**src/rtl/hcd_pkg.sv**
```systemverilog
package hcd_pkg;
  localparam int CODE_W    = 3;
  localparam int NUM_CODES = 1 << CODE_W;
  localparam int MAX_RATIO = 32;
  localparam int RATIO_W   = $clog2(MAX_RATIO) + 1;
  localparam int CNT_W     = $clog2(MAX_RATIO / 2);

  // Strobes from control to datapath
  typedef struct packed {
    logic hold;      // divider parked
    logic flip;      // toggle divided clock this edge
    logic passThru;  // ratio 1 selected
    logic run;       // divider released
  } divStrobe_t;

  function automatic logic [RATIO_W-1:0] ratioOf(input logic [CODE_W-1:0] code);
    case (code)
      3'd0:    ratioOf = RATIO_W'(1);
      3'd1:    ratioOf = RATIO_W'(2);
      3'd2:    ratioOf = RATIO_W'(4);
      3'd3:    ratioOf = RATIO_W'(6);
      3'd4:    ratioOf = RATIO_W'(8);
      3'd5:    ratioOf = RATIO_W'(16);
      3'd6:    ratioOf = RATIO_W'(24);
      default: ratioOf = RATIO_W'(32);
    endcase
  endfunction
endpackage

```
**src/rtl/hcd_ctrl.sv**
```systemverilog
module hcd_ctrl
  import hcd_pkg::*;
(
  input  logic              coreClk,
  input  logic              rstN,
  input  logic              divRst,
  input  logic [CODE_W-1:0] ratioCode,
  output logic [CODE_W-1:0] activeCode,
  output divStrobe_t        strobes
);
  logic [CODE_W-1:0] codeQ;
  logic [CNT_W-1:0]  phaseCnt;
  logic [CNT_W-1:0]  halfLast;
  logic [RATIO_W-1:0] ratio;
  logic              runQ;

  assign ratio = ratioOf(codeQ);

  always_comb begin
    if (ratio < RATIO_W'(2)) halfLast = '0;
    else                     halfLast = CNT_W'((ratio >> 1) - RATIO_W'(1));
  end

  always_ff @(posedge coreClk or negedge rstN) begin
    if (!rstN) begin
      codeQ    <= '0;
      phaseCnt <= '0;
      runQ     <= 1'b0;
    end else if (divRst) begin
      codeQ    <= ratioCode;
      phaseCnt <= '0;
      runQ     <= 1'b0;
    end else begin
      runQ     <= 1'b1;
      phaseCnt <= (phaseCnt == halfLast) ? '0 : phaseCnt + CNT_W'(1);
    end
  end

  always_comb begin
    strobes.hold     = divRst;
    strobes.flip     = !divRst && (phaseCnt == halfLast);
    strobes.passThru = (codeQ == '0);
    strobes.run      = runQ;
  end

  assign activeCode = codeQ;
endmodule

```
**src/rtl/hcd_datapath.sv**
```systemverilog
module hcd_datapath
  import hcd_pkg::*;
(
  input  logic       coreClk,
  input  logic       rstN,
  input  logic       extClk,
  input  logic       clkEn,
  input  logic       bypassSel,
  input  divStrobe_t strobes,
  output logic       divQ,
  output logic       enQ,
  output logic       hostClk
);
  logic innerClk;

  always_ff @(posedge coreClk or negedge rstN) begin
    if (!rstN) begin
      divQ <= 1'b0;
      enQ  <= 1'b0;
    end else begin
      enQ <= clkEn;
      if (strobes.hold)      divQ <= 1'b0;
      else if (strobes.flip) divQ <= ~divQ;
    end
  end

  always_comb begin
    if (strobes.passThru) innerClk = coreClk & strobes.run;
    else                  innerClk = divQ;
    hostClk = (bypassSel ? extClk : innerClk) & enQ;
  end
endmodule

```
**src/rtl/hcd_autosel.sv**
```systemverilog
module hcd_autosel
  import hcd_pkg::*;
#(
  parameter int          FREQ_W = 32,
  parameter int unsigned MIN_HZ = 150_000_000,
  parameter int unsigned MAX_HZ = 300_000_000
) (
  input  logic [FREQ_W-1:0] coreFreqHz,
  output logic [CODE_W-1:0] autoCode,
  output logic              autoErr
);
  localparam logic [FREQ_W-1:0] LO = FREQ_W'(MIN_HZ);
  localparam logic [FREQ_W-1:0] HI = FREQ_W'(MAX_HZ);

  logic [NUM_CODES-1:0] fits;

  for (genvar g = 0; g < NUM_CODES; g++) begin : g_fit
    logic [FREQ_W-1:0] outHz;
    assign outHz   = coreFreqHz / FREQ_W'(ratioOf(CODE_W'(g)));
    assign fits[g] = (outHz >= LO) && (outHz <= HI);
  end

  always_comb begin
    autoCode = '0;
    autoErr  = 1'b1;
    for (int i = NUM_CODES - 1; i >= 0; i--) begin
      if (fits[i]) begin
        autoCode = CODE_W'(i);
        autoErr  = 1'b0;
      end
    end
  end
endmodule

```
**src/rtl/host_clk_gen.sv**
```systemverilog
module host_clk_gen
  import hcd_pkg::*;
#(
  parameter int          FREQ_W = 32,
  parameter int unsigned MIN_HZ = 150_000_000,
  parameter int unsigned MAX_HZ = 300_000_000
) (
  input  logic              coreClk,
  input  logic              rstN,
  input  logic              extClk,
  input  logic              divRst,
  input  logic              clkEn,
  input  logic              bypassSel,
  input  logic [CODE_W-1:0] ratioCode,
  input  logic [FREQ_W-1:0] coreFreqHz,
  output logic              hostClk,
  output logic [CODE_W-1:0] activeCode,
  output logic              activeEn,
  output logic [CODE_W-1:0] autoCode,
  output logic              autoErr
);
  divStrobe_t strobes;
  logic       divQ;

  hcd_ctrl u_ctrl (
    .coreClk    (coreClk),
    .rstN       (rstN),
    .divRst     (divRst),
    .ratioCode  (ratioCode),
    .activeCode (activeCode),
    .strobes    (strobes)
  );

  hcd_datapath u_dp (
    .coreClk   (coreClk),
    .rstN      (rstN),
    .extClk    (extClk),
    .clkEn     (clkEn),
    .bypassSel (bypassSel),
    .strobes   (strobes),
    .divQ      (divQ),
    .enQ       (activeEn),
    .hostClk   (hostClk)
  );

  hcd_autosel #(.FREQ_W(FREQ_W), .MIN_HZ(MIN_HZ), .MAX_HZ(MAX_HZ)) u_auto (
    .coreFreqHz (coreFreqHz),
    .autoCode   (autoCode),
    .autoErr    (autoErr)
  );
endmodule

```
**config.mk**
```make
export PLATFORM = sky130hd
export DESIGN_NAME = host_clk_gen
export DESIGN_NICKNAME = d
export VERILOG_FILES = /design/src/rtl/hcd_pkg.sv /design/src/rtl/hcd_ctrl.sv /design/src/rtl/hcd_datapath.sv /design/src/rtl/hcd_autosel.sv /design/src/rtl/host_clk_gen.sv
export SDC_FILE = /design/constraint.sdc
export NUM_CORES = 1
export LEC_CHECK = 0
export BUFFER_PORTS_ARGS = -buffer_cell sky130_fd_sc_hd__buf_2
export CORE_MARGIN = 2
export CORE_UTILIZATION = 54
export CTS_BUF_LIST = sky130_fd_sc_hd__clkbuf_16
export CTS_CLUSTER_SIZE = 28
export DETAILED_ROUTE_END_ITERATION = 8
export PLACE_DENSITY = 0.79
export REMOVE_ABC_BUFFERS = 1
export SYNTH_ARGS = -nofsm -noshare
export SYNTH_HDL_FRONTEND = slang
export SYNTH_HIERARCHICAL = 1
export SYNTH_SLANG_ARGS = --single-unit
```
**constraint.sdc**
```tcl
create_clock -name coreClk -period 11.75 [get_ports coreClk]
set_input_delay 3.525 -clock coreClk [delete_from_list [all_inputs] [get_ports coreClk]]
set_output_delay 3.525 -clock coreClk [all_outputs]
set_load 0.02 [all_outputs]
```
**After elaboration in Yosys (flattened, before gate mapping)**

Cells that the tools add are included.

- Bits in registers: 10
- Latch bits: 0
- RAM bits: 0
- Memory bits (read-only): 0
- Bits of input ports: 41
- Output and inout bits: 9
- Word-level logic and storage cells: 73
- Memories: 0

- $add $sub $neg: 2
- Multipliers: 0
- Div/mod/pow operators: 2
- Order comparisons: 17
- Equality and inequality tests: 7
- Shift operators: 0
- Muxes and demuxes: 25
- Bitwise gates (word level): 3
- Reduce and logical (&&, ||, !) cells: 12

Operators with widths:

| kind | count |
|---|---|
| 32-bit by 28-bit >= comparator with 1-bit output, second input constant | 3 |
| 32-bit by 29-bit <= comparator with 1-bit output, second input constant | 3 |
| 6-bit one-hot mux with 7 select lines | 1 |
| 32-bit by 3-bit divider with 32-bit output, second input constant | 1 |
| 32-bit by 5-bit divider with 32-bit output, second input constant | 1 |
| 31-bit by 28-bit >= comparator with 1-bit output, second input constant | 1 |
| 31-bit by 29-bit <= comparator with 1-bit output, second input constant | 1 |
| 30-bit by 28-bit >= comparator with 1-bit output, second input constant | 1 |
| 30-bit by 29-bit <= comparator with 1-bit output, second input constant | 1 |
| 29-bit by 28-bit >= comparator with 1-bit output, second input constant | 1 |
| 27-bit by 29-bit <= comparator with 1-bit output, second input constant | 1 |
| 28-bit by 29-bit <= comparator with 1-bit output, second input constant | 1 |
| 29-bit <= comparator, second input constant | 1 |
| 27-bit by 28-bit >= comparator with 1-bit output, second input constant | 1 |
| 28-bit >= comparator, second input constant | 1 |
| 3-bit 2-to-1 mux | 8 |
| 1-bit 2-to-1 mux | 13 |
| 4-bit 2-to-1 mux | 3 |
| 3-bit == test, second input constant | 3 |
| 1-bit logical AND | 9 |
| 3-bit by 2-bit == test with 1-bit output, second input constant | 2 |
| 6-bit by 2-bit < comparator with 1-bit output, second input constant | 1 |
| 4-bit by 1-bit adder with 4-bit output, second input constant | 1 |
| 4-bit == test | 1 |
| 7 further kinds | 8 |

**Longest topological paths before layout**

Gate-level depths: netlist (run 1).

- Depth after elaboration: 10
- Depth in mapped cells: 24
- Mapped depth without buffers: 19

**Hierarchy**

Netlist (run 1), hierarchy kept.

By module, submodules not included:

| module | times used | cells each | area an instance (µm²) | seq. area each (µm²) |
|---|---|---|---|---|
| hcd_autosel | 1 | 417 | 2666.3 | 0.0 |
| hcd_ctrl | 1 | 47 | 514.2 | 200.2 |
| hcd_datapath | 1 | 8 | 91.3 | 50.0 |

==> impl_results.md, run 1 <==
- DIE WIDTH: 81.84 microns
- Overall Global Routing Usage: 0.3536
- Post-synthesis cell count: 472
- Vias in the first global route: 3,990
- Setup repair after global routing missed its margin: yes
- Tmin final: 12,090 ps
- GR Util met1: 0.4214
- Post-synth EDFFs: 0
- Clk slew on worst S/H paths: 40 ps
- Via/cell ratio: 6.900
- Io pins: 50
- First-pass GRT wire length: 18,820 microns
- Via count: 4,326
- IO buf count: 49
- CTS tree: yes
- Combinational fraction of design power: 0.621
- #FFs+latches synth: 10
- Fin cells: 627
- WL final: 11,880 microns
- Initial Util: 0.5559
- Worst setup margin: -345.0 ps
- Sequential fraction of the synthesis area: 0.07648
- Post-DP Area: 3784 sq um
- Routed Antenna Nets: 0
- Reg2reg path depth: 7
- Worst hold stages: 1
- PD cells: 93.10 nW/um^2
- Hpwl dp: 7154 microns
- Maximum fanout along the worst path: 8
- Clock Skews: 2.427 ps
- Filler cells: 425
- Layout Nets: 596
- Slew Viols, Final: 0
- CP Class: in2out
- Synth async-reset ratio: 1.000
- Worst Max-Slew Pin Slew: 547.8 ps
- Syn Area/Cell: 6.932 sq um
- Switching share of power: 0.4041
- Yosys top cell by area: dfrtp_1
- MaxCap Viol Count: 0
- Count leader, synth: nor2_1
- Area Overhead vs Synth: 36.83%
- Pleak: 0.001755 uW
- Die Ht: 81.84 microns
- GRT overflow: 0
- Sw power: 168.4 uW
- Ant diodes: 0
- Post-synth cell types: 102
- Finished Cell Area: 4477 sq um
- Max frequency: 82.68 MHz
- Crit path DAT: 8570 ps
- Clk pwr share: 0.271
- Largest net degree at the start of global routing: 30
- Critical path endpoint category: output port
- Avg WL per Cell: 18.94 microns
- Internal: 248.4 uW
- Die area: 6698 sq um
- Worst vdd ir: 0.1067 mV
- Seq pwr share: 0.108
- Yosys Warn Count: 6
- DRT iter0 DRCs: 416
- Violated checks: setup timing
- Placed Cells: 603
- Setup violators final: 3
- Tcrit/Tclk final: 1.029
- Hold Vio Cnt, Final: 0
- Outcome: complete, but fails checks
- Multi-input logic area: 3085 sq um
- Core area: 5886 sq um
- Register area: 250.2 sq um
- CP startpoint kind: input port
- Top Usage Layer GRT: met2
- Clk Latency, worst-skew pair: 350 ps
- Met3 Usage GRT: 0.03297
- Initial antenna violation count: 0
- 1st-pass router iterations: 5
- GR Util met2: 0.6309
- Mapped Area: 3272 sq um
- Main flop type after synthesis: dfrtp_1
- Most instantiated cells after synthesis: nor2_1, nand2_1, clkbuf_1
- Synth top area cells: dfrtp_1, nor2_1, nand2_1, a21oi_1, nand2b_1
- Gpl congestion: 0.9374
- DR DRC count: 0
- Num rows: 28
- Rel. slew slack: 0.6254
- Final core utilization: 0.7606
- Hold crit path type: reg2reg
- Hold-fix buffers, CTS: 0
- Worst path required time: 8230 ps
- Top-area cell type share of the netlist area: 0.07648
- Layout cell share with drive strength beyond 1: 0.3804
cell families (layout without fill, tap and decap cells):
logic type	count (synthesis)	in the layout	share of synthesized area
simple gates	238	238	0.4031
compound gates	140	140	0.3472
buf+inv	57	137	0.08413
mux	13	13	0.04703
xor+xnor	12	12	0.03442
flops	10	10	0.07648
fa+ha+maj	2	2	0.007647
placed cells by master, fill, tap and decap left out, types with 10 or more instances in the layout:
cell      synthesis  final
a21oi_1          25     23
o21ai_0          12     11
nor3_1           20     18
nor2b_1          14     13
buf_2             7     42
dfrtp_1          10     10
nand2b_1         16     14
nor2_1           47     45
nand4_1          11     11
buf_4             4     67
nand2_1          44     41
nand3_1          20     18
state kept, by name, indices dropped and copies added, names as in the netlist:
signal             count
u_ctrl/phaseCnt        4
u_ctrl/activeCode      3
u_ctrl/runQ            1
u_dp/divQ              1
u_dp/enQ               1
metrics by stage:
step | total power (uW) | worst slack, ps | hold slack (ps) | TNS (ps)
6_report | 416.8 | -345.0 | 526.1 | -1005
5_1_grt | 436.7 | -483.8 | 551.3 | -1451
4_1_cts | 392.1 | -124.9 | 519.1 | -317.7
3_5_place_dp | 248.2 | -395.3 | 511.9 | -1079
3_3_place_gp | 242.9 | -238.4 | 516.7 | -640.0
2_1_floorplan | 168.0 | -575.2 | 468.6 | -1467
worst max-delay path: stages:
cell	delay, ps
buf_8	120
bufbuf_16	260
and2_1	140
a2bb2oi_2	130
o22a_2	240
and4_4	270
mux2i_1	80
mux4_2	490
a21o_4	280
and3_4	190
a211oi_4	280
a22o_4	220
buf_4	120
nand3_1	70
a311o_1	410
a31oi_1	220
a211oi_2	70
o211ai_2	260
or4b_1	170
nand4_1	90
or4_4	580
a31oi_2	160
buf_4	170
per-layer routing:
layer / vias up / share of wire / routed length (microns)
met5: - / 0 / 0
met4: 0 / 0.042 / 495
met3: 61 / 0.071 / 841
met2: 278 / 0.50 / 5900
met1: 2023 / 0.39 / 4639
li1: 1964 / - / -
cell type report:
cell class,count,share of cell area
multi-input combinational,405,0.6892
inverter,12,0.01006
clock buffer,7,0.03466
sequential,10,0.05590
clock inverter,1,0.0008385
tap,75,0.02096
timing repair buffer,117,0.1884
timing repair:
item / in CTS / in global routing
pin swaps: 35 / 14
buffers inserted: 10 / 7
gates resized for setup: 60 / 15
gates cloned: 1 / 0
setup endpoints to repair: 3 / 3
power groups by stage:
stage | clock network, uW | logic [uW] | registers, uW
4_1_cts | 113 | 235 | 44.6
2_1_floorplan | 0.985 | 122 | 44.7
5_1_grt | 116 | 276 | 45.5
6_report | 113 | 259 | 45.1
3_5_place_dp | 1.20 | 202 | 44.7
3_3_place_gp | 1.20 | 197 | 44.5
worst paths after layout:
check                                                  from                               end  slack [ps]
max in group asynchronous                              rstN  u_ctrl/activeCode[2]$_DFFE_PN0P_        8520
max reg2reg                u_ctrl/activeCode[2]$_DFFE_PN0P_             u_dp/divQ$_DFFE_PN0P_        9620
min                            u_ctrl/phaseCnt[0]$_DFF_PN0_      u_ctrl/phaseCnt[0]$_DFF_PN0_         530
min in group asynchronous                              rstN      u_ctrl/phaseCnt[1]$_DFF_PN0_        3030
min reg2reg                    u_ctrl/phaseCnt[0]$_DFF_PN0_      u_ctrl/phaseCnt[0]$_DFF_PN0_         530
max                                          coreFreqHz[27]                       autoCode[0]        -340
Note: power is estimated with default switching activity, not from simulation.
==> inputs of run 2 (changes only) <==
--- a/config.mk
+++ b/config.mk
@@ -5,7 +5,7 @@
 export SDC_FILE = /design/constraint.sdc
 export NUM_CORES = 1
 export LEC_CHECK = 0
-export BUFFER_PORTS_ARGS = -buffer_cell sky130_fd_sc_hd__buf_2
+export BUFFER_PORTS_ARGS = -buffer_cell sky130_fd_sc_hd__buf_4
 export CORE_MARGIN = 2
 export CORE_UTILIZATION = 54
 export CTS_BUF_LIST = sky130_fd_sc_hd__clkbuf_16
==> impl_results.md, run 2 (synthesis results as in run 1) <==
- Outcome: complete, but fails checks
- Violated checks: setup timing
- CP Class: in2out
- Total power: 420.5 uW (+0.89%)
- Setup violators final: 3 (unchanged)
- Worst Max-Slew Pin Slew: 463.9 ps (-83.88 ps)
- DRT iter0 DRCs: 510 (+23%)
- Max frequency: 83.44 MHz (+0.92%)
- Num rows: 28 (unchanged)
- 1st-pass router iterations: 6 (+1)
- WL final: 12,250 microns (+3.2%)
- Setup repair after global routing missed its margin: yes
- Tcrit/Tclk final: 1.020 (-0.009363)
- Max reg flops: 4 (unchanged)
- Worst path required time: 8230 ps (about the same)
- PD cells: 91.67 nW/um^2 (-1.5%)
- Worst R2R Setup Slack: 9550 ps (-70 ps)
- Hold crit path type: reg2reg
- Crit path DAT: 8460 ps (-110 ps)
- Routed Antenna Nets: 0 (unchanged)
- Vias in the first global route: 4,173 (+4.6%)
- Multi-input logic area: 3073 sq um (-0.41%)
- Io pins: 50 (unchanged)
- GRT overflow: 0 (unchanged)
- Hold WS: 537.4 ps (+11.27 ps)
- Largest net degree at the start of global routing: 30 (unchanged)
- Via/cell ratio: 7.129 (+3.3%)
- IO buf count: 49 (unchanged)
- Core area: 5886 sq um (unchanged)
- Gpl congestion: 0.9403 (+0.31%)
- Worst vdd ir: 0.1021 mV (-4.3%)
- Pleak: 0.001792 uW (+2.1%)
- Reg with most FFs: u_ctrl/phaseCnt
- CTS tree: yes
- Area Overhead vs Synth: 40.19%
- First-pass GRT wire length: 19,670 microns (+4.5%)
- Via count: 4,427 (+2.3%)
- Initial Util: 0.5559 (unchanged)
- Initial antenna violation count: 0 (unchanged)
- Slew Viols, Final: 0 (unchanged)
- Clk slew on worst S/H paths: 40 ps (about the same)
- MaxCap Viol Count: 0 (unchanged)
- CP Launch Point: coreFreqHz[27]
- Ant diodes: 0 (unchanged)
- Avg WL per Cell: 19.73 microns (+4.2%)
- Layout cell share with drive strength beyond 1: 0.3681 (-0.01230)
- Die Ht: 81.84 microns (unchanged)
- Register area: 250.2 sq um (unchanged)
- Clock Skews: 0.8680 ps (-1.559 ps)
- Overall Global Routing Usage: 0.3645 (+0.01097)
- Most common cell after layout, fill and taps aside: buf_4
- Filler cells: 402 (-5.4%)
- Worst setup margin: -235.0 ps (+110.0 ps)
- DIE WIDTH: 81.84 microns (unchanged)
- Maximum fanout along the worst path: 7 (-1)
- Reg2reg start: u_ctrl/activeCode[2]$_DFFE_PN0P_
- Rel. slew slack: 0.6881 (+0.06272)
- Hpwl dp: 7328 microns (+2.4%)
- Tmin final: 11,980 ps (-110.0 ps)
- CP startpoint kind: input port
- Hold Vio Cnt, Final: 0 (unchanged)
- Clk Latency, worst-skew pair: 350 ps (about the same)
- Die area: 6698 sq um (unchanged)
- Critical path endpoint category: output port
- DR DRC count: 0 (unchanged)
- Layout Nets: 590 (-1.0%)
- Highest-count cells in the layout ignoring fill and taps: buf_4, nor2_1, nand2_1
- Critical hold path startpoint: u_ctrl/phaseCnt[0]$_DFF_PN0_
==> run 2: worst paths after layout <==
check / to / depth (start not counted)
max: autoCode[1] / 25
max reg2reg: u_dp/divQ$_DFFE_PN0P_ / 7
min in group asynchronous: u_dp/divQ$_DFFE_PN0P_ / 1
max in group asynchronous: u_ctrl/activeCode[0]$_DFFE_PN0P_ / 1
min: u_ctrl/phaseCnt[0]$_DFF_PN0_ / 1
min reg2reg: u_ctrl/phaseCnt[0]$_DFF_PN0_ / 1
==> run 2: metal layers <==
layer,track usage,part of all wire
met1,0.4411,0.39
met2,0.6325,0.49
met3,0.04286,0.079
met4,0.1833,0.043
met5,0,0
==> run 2: through the flow <==
| step | cell area (sq um) | utilization | setup WS, ps | setup TNS, ps | cells |
|---|---|---|---|---|---|
| 6_report | 4587 | 0.7793 | -235.0 | -660.5 | 621 |
| 3_3_place_gp | 3871 | 0.6577 | -249.8 | -719.7 | 600 |
| 3_5_place_dp | 3871 | 0.6577 | -355.3 | -1006 | 600 |
| 2_1_floorplan | 3042 | - | -575.2 | -1467 | 427 |
| 4_1_cts | 4519 | 0.7679 | -60.65 | -161.6 | 619 |
| 5_1_grt | 4587 | 0.7793 | -447.3 | -1306 | 621 |
==> run 2: where the power goes <==
part           internal, uW  switching, uW  total, uW
sequential             38.1           6.73       44.8
combinational           124            137        261
clock                  88.9           25.9        115
total                   251            169        420
==> run 2: area by class of cell <==
class,count,share of cell area
Multi-Input combinational cell,406,0.6699
Timing Repair Buffer,110,0.2100
Sequential cell,10,0.05456
Clock buffer,7,0.03437
Tap cell,75,0.02046
Inverter,12,0.009820
Clock inverter,1,0.0008183
==> run 2: worst max-delay path, stage by stage <==
cell and delay (ps):
buf_12 110, buf_6 120, and3b_1 180, a211oi_2 180
o22a_2 250, and4_4 280, mux2i_1 70, mux4_2 500
a21o_4 280, a211oi_2 200, a31oi_1 60, buf_4 160
a2bb2oi_2 130, buf_4 150, buf_4 130, a31oi_1 130
a32o_2 170, and3_4 260, nand2_2 70, mux2_4 280
a211oi_2 220, nand3_1 100, or4_4 570, a21boi_2 190
buf_6 140
==> run 2: timing repair <==
action                     4_1_cts  5_1_grt
setup endpoints to repair        3        3
buffers inserted                 7        2
resized for setup               69       11
pin swaps                       41       21
hold buffers                     0        0
cloned                           5        0
